`config.mk`:
```
export PLATFORM = sky130hd
export DESIGN_NAME = cq_thread_regs
export DESIGN_NICKNAME = d
export VERILOG_FILES = /design/src/rtl/cq_regs_pkg.sv /design/src/rtl/cq_thr_slot.sv /design/src/rtl/cq_gbl_regs.sv /design/src/rtl/cq_thread_regs.sv
export SDC_FILE = /design/constraint.sdc
export NUM_CORES = 2
export LEC_CHECK = 0
export BUFFER_PORTS_ARGS = -buffer_cell sky130_fd_sc_hd__buf_2
export CORE_UTILIZATION = 50
export DETAILED_ROUTE_END_ITERATION = 8
export PLACE_DENSITY = 0.69
export SYNTH_ARGS = -nofsm -noshare
export SYNTH_HDL_FRONTEND = slang
export SYNTH_SLANG_ARGS = --single-unit
export TNS_END_PERCENT = 5
```
`constraint.sdc`:
```
create_clock -name clk -period 3.29 [get_ports clk]
set_input_delay 0.4935 -clock clk [delete_from_list [all_inputs] [get_ports clk]]
set_output_delay 0.4935 -clock clk [all_outputs]
set_load 0.02 [all_outputs]
```
`src/rtl/cq_regs_pkg.sv`:
```
package cq_regs_pkg;
   // thread window offsets (low 7 address bits)
   localparam logic [6:0] OFF_WRST = 7'h00;
   localparam logic [6:0] OFF_EN   = 7'h04;
   localparam logic [6:0] OFF_SUSP = 7'h08;
   localparam logic [6:0] OFF_STAT = 7'h0C;
   localparam logic [6:0] OFF_ISTA = 7'h10;
   localparam logic [6:0] OFF_IEN  = 7'h14;
   localparam logic [6:0] OFF_CUR  = 7'h20;
   localparam logic [6:0] OFF_END  = 7'h24;
   localparam logic [6:0] OFF_WAIT = 7'h30;
   localparam logic [6:0] OFF_PRIO = 7'h40;
   // global offsets (low 8 address bits, below the first window)
   localparam logic [7:0] GOFF_SUM  = 8'h10;
   localparam logic [7:0] GOFF_SLOT = 8'h30;
   localparam logic [7:0] GOFF_TOK  = 8'h68;
   // interrupt bit layout
   localparam logic [4:0] IRQ_MASK = 5'b1_0011;
   localparam int WIN_BASE = 'h100;
   localparam int WIN_SHIFT = 7;
   localparam int INST_BYTES = 8;
endpackage

```
`src/rtl/cq_thr_slot.sv`:
```
module cq_thr_slot
   import cq_regs_pkg::*;
#(
   parameter int ADDR_SHIFT = 3,
   parameter int RST_CYCLES = 4,
   parameter int PRIO_W     = 3
)(
   input  logic        clk,
   input  logic        rst_n,
   input  logic        sel,
   input  logic        wr,
   input  logic [6:0]  off,
   input  logic [31:0] wdata,
   input  logic        eng_done,
   input  logic        eng_err_op,
   input  logic        eng_err_fetch,
   input  logic        eng_idle,
   input  logic        eng_wait,
   input  logic        eng_step,
   output logic [31:0] rdata,
   output logic        irq_line
);
   localparam int STEP  = INST_BYTES >> ADDR_SHIFT;
   localparam int CNT_W = $clog2(RST_CYCLES + 1);

   logic              rst_busy;
   logic [CNT_W-1:0]  rst_cnt;
   logic              en_q, susp_req, susp_done;
   logic [4:0]        ista_q, ien_q;
   logic [31:0]       cur_q, end_q;
   logic [PRIO_W-1:0] prio_q;

   logic wr_go, start_rst, susp_nxt;
   logic [4:0] evt;

   assign wr_go     = sel && wr;
   assign start_rst = wr_go && (off == OFF_WRST) && wdata[0] && !rst_busy;
   assign susp_nxt  = (wr_go && off == OFF_SUSP) ? wdata[0] : susp_req;
   assign evt       = rst_busy ? 5'b0 :
                      ({eng_err_fetch, 2'b00, eng_err_op, eng_done} & ien_q);

   always_ff @(posedge clk or negedge rst_n) begin
      if (!rst_n) begin
         rst_busy  <= 1'b0;
         rst_cnt   <= '0;
         en_q      <= 1'b0;
         susp_req  <= 1'b0;
         susp_done <= 1'b0;
         ista_q    <= '0;
         ien_q     <= '0;
         cur_q     <= '0;
         end_q     <= '0;
         prio_q    <= '0;
      end else begin
         if (start_rst) begin
            rst_busy <= 1'b1;
            rst_cnt  <= CNT_W'(RST_CYCLES);
         end else if (rst_busy) begin
            if (rst_cnt == CNT_W'(1)) rst_busy <= 1'b0;
            rst_cnt <= rst_cnt - CNT_W'(1);
         end

         if (start_rst) begin
            en_q      <= 1'b0;
            susp_req  <= 1'b0;
            susp_done <= 1'b0;
            ista_q    <= '0;
            cur_q     <= '0;
            end_q     <= '0;
         end else begin
            if (wr_go && off == OFF_EN) en_q <= wdata[0];
            susp_req  <= susp_nxt;
            susp_done <= susp_nxt && (susp_done || !en_q || eng_idle);
            ista_q    <= ((wr_go && off == OFF_ISTA) ? (ista_q & wdata[4:0]) : ista_q) | evt;
            if (wr_go && off == OFF_CUR)           cur_q <= wdata;
            else if (eng_step && !rst_busy)        cur_q <= cur_q + 32'(STEP);
            if (wr_go && off == OFF_END)           end_q <= wdata;
         end
         if (wr_go && off == OFF_IEN)  ien_q  <= wdata[4:0] & IRQ_MASK;
         if (wr_go && off == OFF_PRIO) prio_q <= wdata[PRIO_W-1:0];
      end
   end

   always_comb begin
      case (off)
         OFF_WRST: rdata = {31'b0, rst_busy};
         OFF_EN:   rdata = {31'b0, en_q};
         OFF_SUSP: rdata = {31'b0, susp_req};
         OFF_STAT: rdata = {30'b0, susp_done, 1'b0};
         OFF_ISTA: rdata = {27'b0, ista_q};
         OFF_IEN:  rdata = {27'b0, ien_q};
         OFF_CUR:  rdata = cur_q;
         OFF_END:  rdata = end_q;
         OFF_WAIT: rdata = {eng_wait, 31'b0};
         OFF_PRIO: rdata = 32'(prio_q);
         default:  rdata = 32'b0;
      endcase
   end

   assign irq_line = |(ista_q & ien_q);


   wrst_clears_chk: assert property (@(posedge clk) disable iff (!rst_n)
      start_rst |=> (rst_busy && !en_q && ista_q == 5'b0 && cur_q == 32'b0));

   susp_needs_req_chk: assert property (@(posedge clk) disable iff (!rst_n)
      susp_done |-> susp_req);

   masked_rise_chk: assert property (@(posedge clk) disable iff (!rst_n)
      (ista_q & ~$past(ista_q) & ~$past(ien_q)) == 5'b0);

   ista_clear_chk: assert property (@(posedge clk) disable iff (!rst_n)
      (wr_go && off == OFF_ISTA && evt == 5'b0 && !start_rst)
      |=> ((ista_q & ~$past(wdata[4:0])) == 5'b0));
endmodule

```
`src/rtl/cq_gbl_regs.sv`:
```
module cq_gbl_regs
   import cq_regs_pkg::*;
#(
   parameter int          NUM_THR   = 16,
   parameter int          TOK_W     = 10,
   parameter logic [31:0] SLOT_INIT = 32'h3200
)(
   input  logic               clk,
   input  logic               rst_n,
   input  logic               sel,
   input  logic               wr,
   input  logic [7:0]         off,
   input  logic [31:0]        wdata,
   input  logic [NUM_THR-1:0] sum_n,
   output logic [31:0]        rdata,
   output logic               tok_clr_vld,
   output logic [TOK_W-1:0]   tok_clr_id
);
   logic [31:0] slot_q;
   logic        tok_wr;

   assign tok_wr = sel && wr && (off == GOFF_TOK);

   always_ff @(posedge clk or negedge rst_n) begin
      if (!rst_n) begin
         slot_q      <= SLOT_INIT;
         tok_clr_vld <= 1'b0;
         tok_clr_id  <= '0;
      end else begin
         if (sel && wr && off == GOFF_SLOT) slot_q <= wdata;
         tok_clr_vld <= tok_wr;
         if (tok_wr) tok_clr_id <= wdata[TOK_W-1:0];
      end
   end

   always_comb begin
      case (off)
         GOFF_SUM:  rdata = 32'(sum_n);
         GOFF_SLOT: rdata = slot_q;
         default:   rdata = 32'b0;
      endcase
   end


   tok_from_write_chk: assert property (@(posedge clk) disable iff (!rst_n)
      tok_clr_vld |-> $past(sel && wr && off == GOFF_TOK));
endmodule

```
`src/rtl/cq_thread_regs.sv`:
```
module cq_thread_regs
   import cq_regs_pkg::*;
#(
   parameter int NUM_THR    = 16,
   parameter int ADDR_W     = 12,
   parameter int ADDR_SHIFT = 3,
   parameter int RST_CYCLES = 4,
   parameter int PRIO_W     = 3,
   parameter int TOK_W      = 10
)(
   input  logic               clk,
   input  logic               rst_n,
   input  logic               bus_sel,
   input  logic               bus_wr,
   input  logic [ADDR_W-1:0]  bus_addr,
   input  logic [31:0]        bus_wdata,
   output logic [31:0]        bus_rdata,
   input  logic [NUM_THR-1:0] eng_done,
   input  logic [NUM_THR-1:0] eng_err_op,
   input  logic [NUM_THR-1:0] eng_err_fetch,
   input  logic [NUM_THR-1:0] eng_idle,
   input  logic [NUM_THR-1:0] eng_wait,
   input  logic [NUM_THR-1:0] eng_step,
   output logic [NUM_THR-1:0] irq_sum_n,
   output logic               irq_any,
   output logic               tok_clr_vld,
   output logic [TOK_W-1:0]   tok_clr_id
);
   localparam int IDX_W  = ADDR_W - WIN_SHIFT;
   localparam int MAP_HI = WIN_BASE + (NUM_THR << WIN_SHIFT);

   if (ADDR_SHIFT != 0 && ADDR_SHIFT != 3) begin : g_bad_shift
      $error("ADDR_SHIFT must be 0 or 3");
   end
   if (NUM_THR < 1 || NUM_THR > 32) begin : g_bad_thr
      $error("NUM_THR must be 1..32");
   end
   if (MAP_HI > (1 << ADDR_W)) begin : g_bad_map
      $error("thread windows exceed the address space");
   end
   if (RST_CYCLES < 1 || TOK_W < 1 || TOK_W > 32 || PRIO_W < 1 || PRIO_W > 32) begin : g_bad_misc
      $error("bad RST_CYCLES, TOK_W or PRIO_W");
   end

   logic [ADDR_W-1:0]  rel;
   logic [IDX_W-1:0]   idx;
   logic               gbl_hit, thr_hit;
   logic [NUM_THR-1:0] thr_sel, thr_irq;
   logic [31:0]        thr_rd [NUM_THR];
   logic [31:0]        gbl_rd;

   assign rel     = bus_addr - ADDR_W'(WIN_BASE);
   assign idx     = rel[ADDR_W-1:WIN_SHIFT];
   assign gbl_hit = (32'(bus_addr) < WIN_BASE);
   assign thr_hit = !gbl_hit && (32'(bus_addr) < MAP_HI);

   for (genvar g = 0; g < NUM_THR; g++) begin : g_thr
      assign thr_sel[g] = bus_sel && thr_hit && (idx == IDX_W'(g));
      cq_thr_slot #(
         .ADDR_SHIFT(ADDR_SHIFT), .RST_CYCLES(RST_CYCLES), .PRIO_W(PRIO_W)
      ) u_slot (
         .clk(clk), .rst_n(rst_n), .sel(thr_sel[g]), .wr(bus_wr),
         .off(rel[WIN_SHIFT-1:0]), .wdata(bus_wdata),
         .eng_done(eng_done[g]), .eng_err_op(eng_err_op[g]),
         .eng_err_fetch(eng_err_fetch[g]), .eng_idle(eng_idle[g]),
         .eng_wait(eng_wait[g]), .eng_step(eng_step[g]),
         .rdata(thr_rd[g]), .irq_line(thr_irq[g])
      );
   end

   assign irq_sum_n = ~thr_irq;
   assign irq_any   = |thr_irq;

   cq_gbl_regs #(.NUM_THR(NUM_THR), .TOK_W(TOK_W)) u_gbl (
      .clk(clk), .rst_n(rst_n), .sel(bus_sel && gbl_hit), .wr(bus_wr),
      .off(bus_addr[7:0]), .wdata(bus_wdata), .sum_n(irq_sum_n),
      .rdata(gbl_rd), .tok_clr_vld(tok_clr_vld), .tok_clr_id(tok_clr_id)
   );

   always_comb begin
      bus_rdata = gbl_hit ? gbl_rd : 32'b0;
      for (int i = 0; i < NUM_THR; i++)
         if (thr_sel[i]) bus_rdata = bus_rdata | thr_rd[i];
   end


   summary_any_chk: assert property (@(posedge clk) disable iff (!rst_n)
      irq_any == !(&irq_sum_n));

   one_window_chk: assert property (@(posedge clk) disable iff (!rst_n)
      $onehot0(thr_sel));
endmodule

```
==> results.tsv <==
stage	metric	value	unit
run_status	outcome	finished, violations left	
run_status	failing checks	DRC, setup timing	
timing	final setup fails	32	
die	Initial Util	0.504	
job	max_cap viols	0	
grt	initial antenna violation count	19	
setup_path	Setup crit end kind	output port	
timing	Fin. Hold Viols	0	
timing	Achievable Freq	0.250	GHz
routing	final wirelength	344000	µm
die	die height	385	µm
power_and_ir_drop	internal power	29800	µW
setup_path	CP required	2800	ps
die	Die Width	385	µm
power_and_ir_drop	Flop pwr share	0.458	
routing	wire per inst	31.0	µm
cts	clk root buf	clkbuf_16	
cts	H-tree Lvls	4	
synthesis	asr flop ratio synth	1.00	
finish	fraction of layout cells with a size suffix above 1	0.211	
timing	ratio of final minimum period to clock period	1.22	
routing	Vias per Instance	6.67	
timing	Pins Over Slew Limit	0	
grt	grt ovf	0	
timing	minimum clock period	4000	ps
routing	DRC Markers	1	
routing	vias	74100	
synthesis	Seq/Total Area, Yosys	0.462	
power_and_ir_drop	Static Leakage	0.0387	µW
worst_hold_path	worst hold path type	in2reg	
grt	vias in the first global route	70500	
grt	total global-route track usage	0.460	
synthesis	Synth warnings	0	
finish	final net count	9251	
cts	# clock sinks	1355	
setup_path	Worst R2R Start	g_thr[4].u_slot.rst_busy	
grt	largest net degree at the start of global routing	123	
worst_hold_path	worst min-delay path startpoint	eng_idle[14]	
finish	area grow syn2layout	24.7	%
setup_path	Max FO, Critical Path	38	
power_and_ir_drop	clock share of power	0.446	
synthesis	Net Count, Synth	8466	
routing	1st-pass router iterations	9	
placement	Final GP Congestion	1.05	
timing	Worst Tran Pin Value	1250	ps
routing	number of DRC markers in iteration 0	11200	
timing	setup TNS	-17620	ps
timing	setup ws final	-712	ps
timing	skew final	40.3	ps
finish	Fillers	12300	
synthesis	FF+latch count, synth	1355	
power_and_ir_drop	Cell Pwr Density	448	mW/mm²
cts	Clock Pin Slew Worst Setup and Hold Paths	60	ps
setup_path	crit path launch	bus_addr[5]	
cts	CTS tree	built	
power_and_ir_drop	Sw Ratio	0.274	
synthesis	ys flop type	dfrtp_1	
power_and_ir_drop	Logic pwr share	0.095	
timing	worst hold slack	28.7	ps
synthesis	Post-synth EDFFs	0	
synthesis	Cell Area, Synth	0.0734	mm²
power_and_ir_drop	Peak VDD IR	0.416	mV
power_and_ir_drop	NetSw	11300	µW
synthesis	cell count after synthesis	8273	
die	I/O pin total	204	
timing	Slew headroom	0.164	
setup_path	CP Launch Type	input pin	
cts	Worst-Skew Late Latency	810	ps
placement	DP Wirelength	251000	µm
die	Die Area	0.148	mm²
cts	CTS buffer count	155	
synthesis	Syn Area/Cell	8.87	µm²
routing	Final ANT Viol Nets	0	
timing	RSZ-0062 raised after global routing	yes	
synthesis	Yosys cell types	87	
placement	Port Buffers	203	
die	row cnt	140	
grt	first-pass GRT wire length	496000	µm
setup_path	crit path DAT	3510	ps
die	CORE AREA	0.146	mm²
cts	Max Buffers Root-to-Sink	3	
setup_path	kind of critical path	in2out	
[worst paths after layout]
| path | depth (start not counted) | endpoint | slack, ps |
|---|---|---|---|
| worst max-delay path | 12 | bus_rdata[23] | -710 |
| worst min-delay path | 3 | g_thr[14].u_slot.susp_done | 30 |
| worst max register to register | 9 | g_thr[4].u_slot.cur_q[31] | 110 |
| worst min register to register | 1 | u_gbl.tok_clr_id[8] | 500 |
| max in group asynchronous | 3 | g_thr[15].u_slot.susp_done | 1800 |
| min in group asynchronous | 2 | g_thr[3].u_slot.end_q[28] | 260 |
[power by group through the flow]
stage          Combinational (µW)  Clock, µW  Sequential, µW
6_report                     3910      18300           18800
4_1_cts                      3820      18300           18700
2_1_floorplan                2130          0           18400
3_5_place_dp                 3680          0           19000
3_3_place_gp                 3560          0           19000
5_1_grt                      4200      19000           18800
[cell families after synthesis]
logic type	Yosys count	synth area share
xor gates and xnor gates	513	0.0617
AOI/OAI and AO/OA	2232	0.198
adders and majority gates	49	0.00835
and+or+nand+nor	3098	0.190
muxes	201	0.0299
DFF	1355	0.462
buffers and inverters	825	0.0494
[flip-flops by register name, summed over array words and instances (netlist names), 32 cells and up]
register,flops
g_thr.u_slot.rst_cnt,48
g_thr.u_slot.cur_q,512
g_thr.u_slot.ista_q,80
g_thr.u_slot.end_q,512
g_thr.u_slot.ien_q,48
u_gbl.slot_q,32
g_thr.u_slot.prio_q,48
[cell usage after synthesis (56+ instances only)]
library cell	n	area (µm²)
buf_2	181	906
buf_4	70	526
o22ai_1	92	576
nand4_1	150	938
a222oi_1	67	671
nor2_1	723	2710
nand3b_1	56	420
mux2_2	148	1670
buf_1	58	218
a211oi_1	423	3180
a21oi_1	734	3670
dfrtp_1	1352	33800
nand3_1	237	1190
inv_1	107	402
clkbuf_1	402	1510
and3_1	91	569
xor2_1	318	2790
a22oi_1	421	3160
xnor2_1	192	1680
nor3_1	95	475
o21ai_0	251	1260
nand2_1	1453	5450
[critical path: stages]
cell	delay, ps
buf_2	120
or3b_4	280
nor2_4	60
buf_12	160
buf_4	160
buf_12	180
buf_4	240
a22oi_1	330
o22ai_1	150
a2111oi_0	660
o2111ai_1	360
buf_2	260
[routing by layer]
layer / share of wire / GRT usage / vias to the layer above / wire [µm]
met3: 0.13 / 0.118 / 1199 / 43000
met2: 0.42 / 0.656 / 5454 / 144000
met1: 0.37 / 0.616 / 36300 / 129000
met5: 0.00035 / 0 / - / 122
li1: - / - / 31100 / -
met4: 0.082 / 0.309 / 20 / 28200
[layout make-up]
type / count / area, µm² / share of cell area
clock inverter: 65 / 731 / 0.00799
inverter: 107 / 407 / 0.00445
multi-input combinational: 6094 / 37000 / 0.404
sequential: 1355 / 33900 / 0.371
clock buffer: 215 / 4590 / 0.0502
tap: 1917 / 2400 / 0.0262
antenna: 6 / 15.0 / 0.000164
timing repair buffer: 1345 / 12400 / 0.136
[stage by stage]
| stage | total power (µW) | setup WS (ps) | instances | instance area [µm²] | utilization |
|---|---|---|---|---|---|
| after floorplan | 20500 | -45.4 | 8273 | 73600 | - |
| after global routing | 42000 | -706 | 11100 | 91500 | 0.628 |
| after detailed placement | 22700 | -1350 | 10700 | 83900 | 0.576 |
| after CTS | 40900 | -583 | 11100 | 91300 | 0.626 |
| after global placement | 22500 | -1340 | 10700 | 83900 | 0.576 |
| final | 41000 | -712 | 11100 | 91500 | 0.628 |
[placed cells by master, fill, tap and decap left out, types with 105 or more instances in the layout]
cell       instances
nand4_1          150
buf_2            184
nor2_1           696
clkbuf_16        161
nand2_1         1433
buf_12           186
dfrtp_1         1351
mux2_2           148
xor2_1           317
nand3_1          226
a22oi_1          404
xnor2_1          192
a211oi_1         421
inv_1            105
buf_4            860
a21oi_1          729
o21ai_0          241
[what timing repair did]
action / in CTS / in global routing
cloned: 5 / 0
hold buffers: 63 / 0
setup endpoints to repair: 32 / 33
gates resized for setup: 196 / 38
setup buffers: 42 / 3
pin swaps: 62 / 21
hold endpoints to repair: 109 / 0
Note: power is estimated with default switching activity, not from simulation.
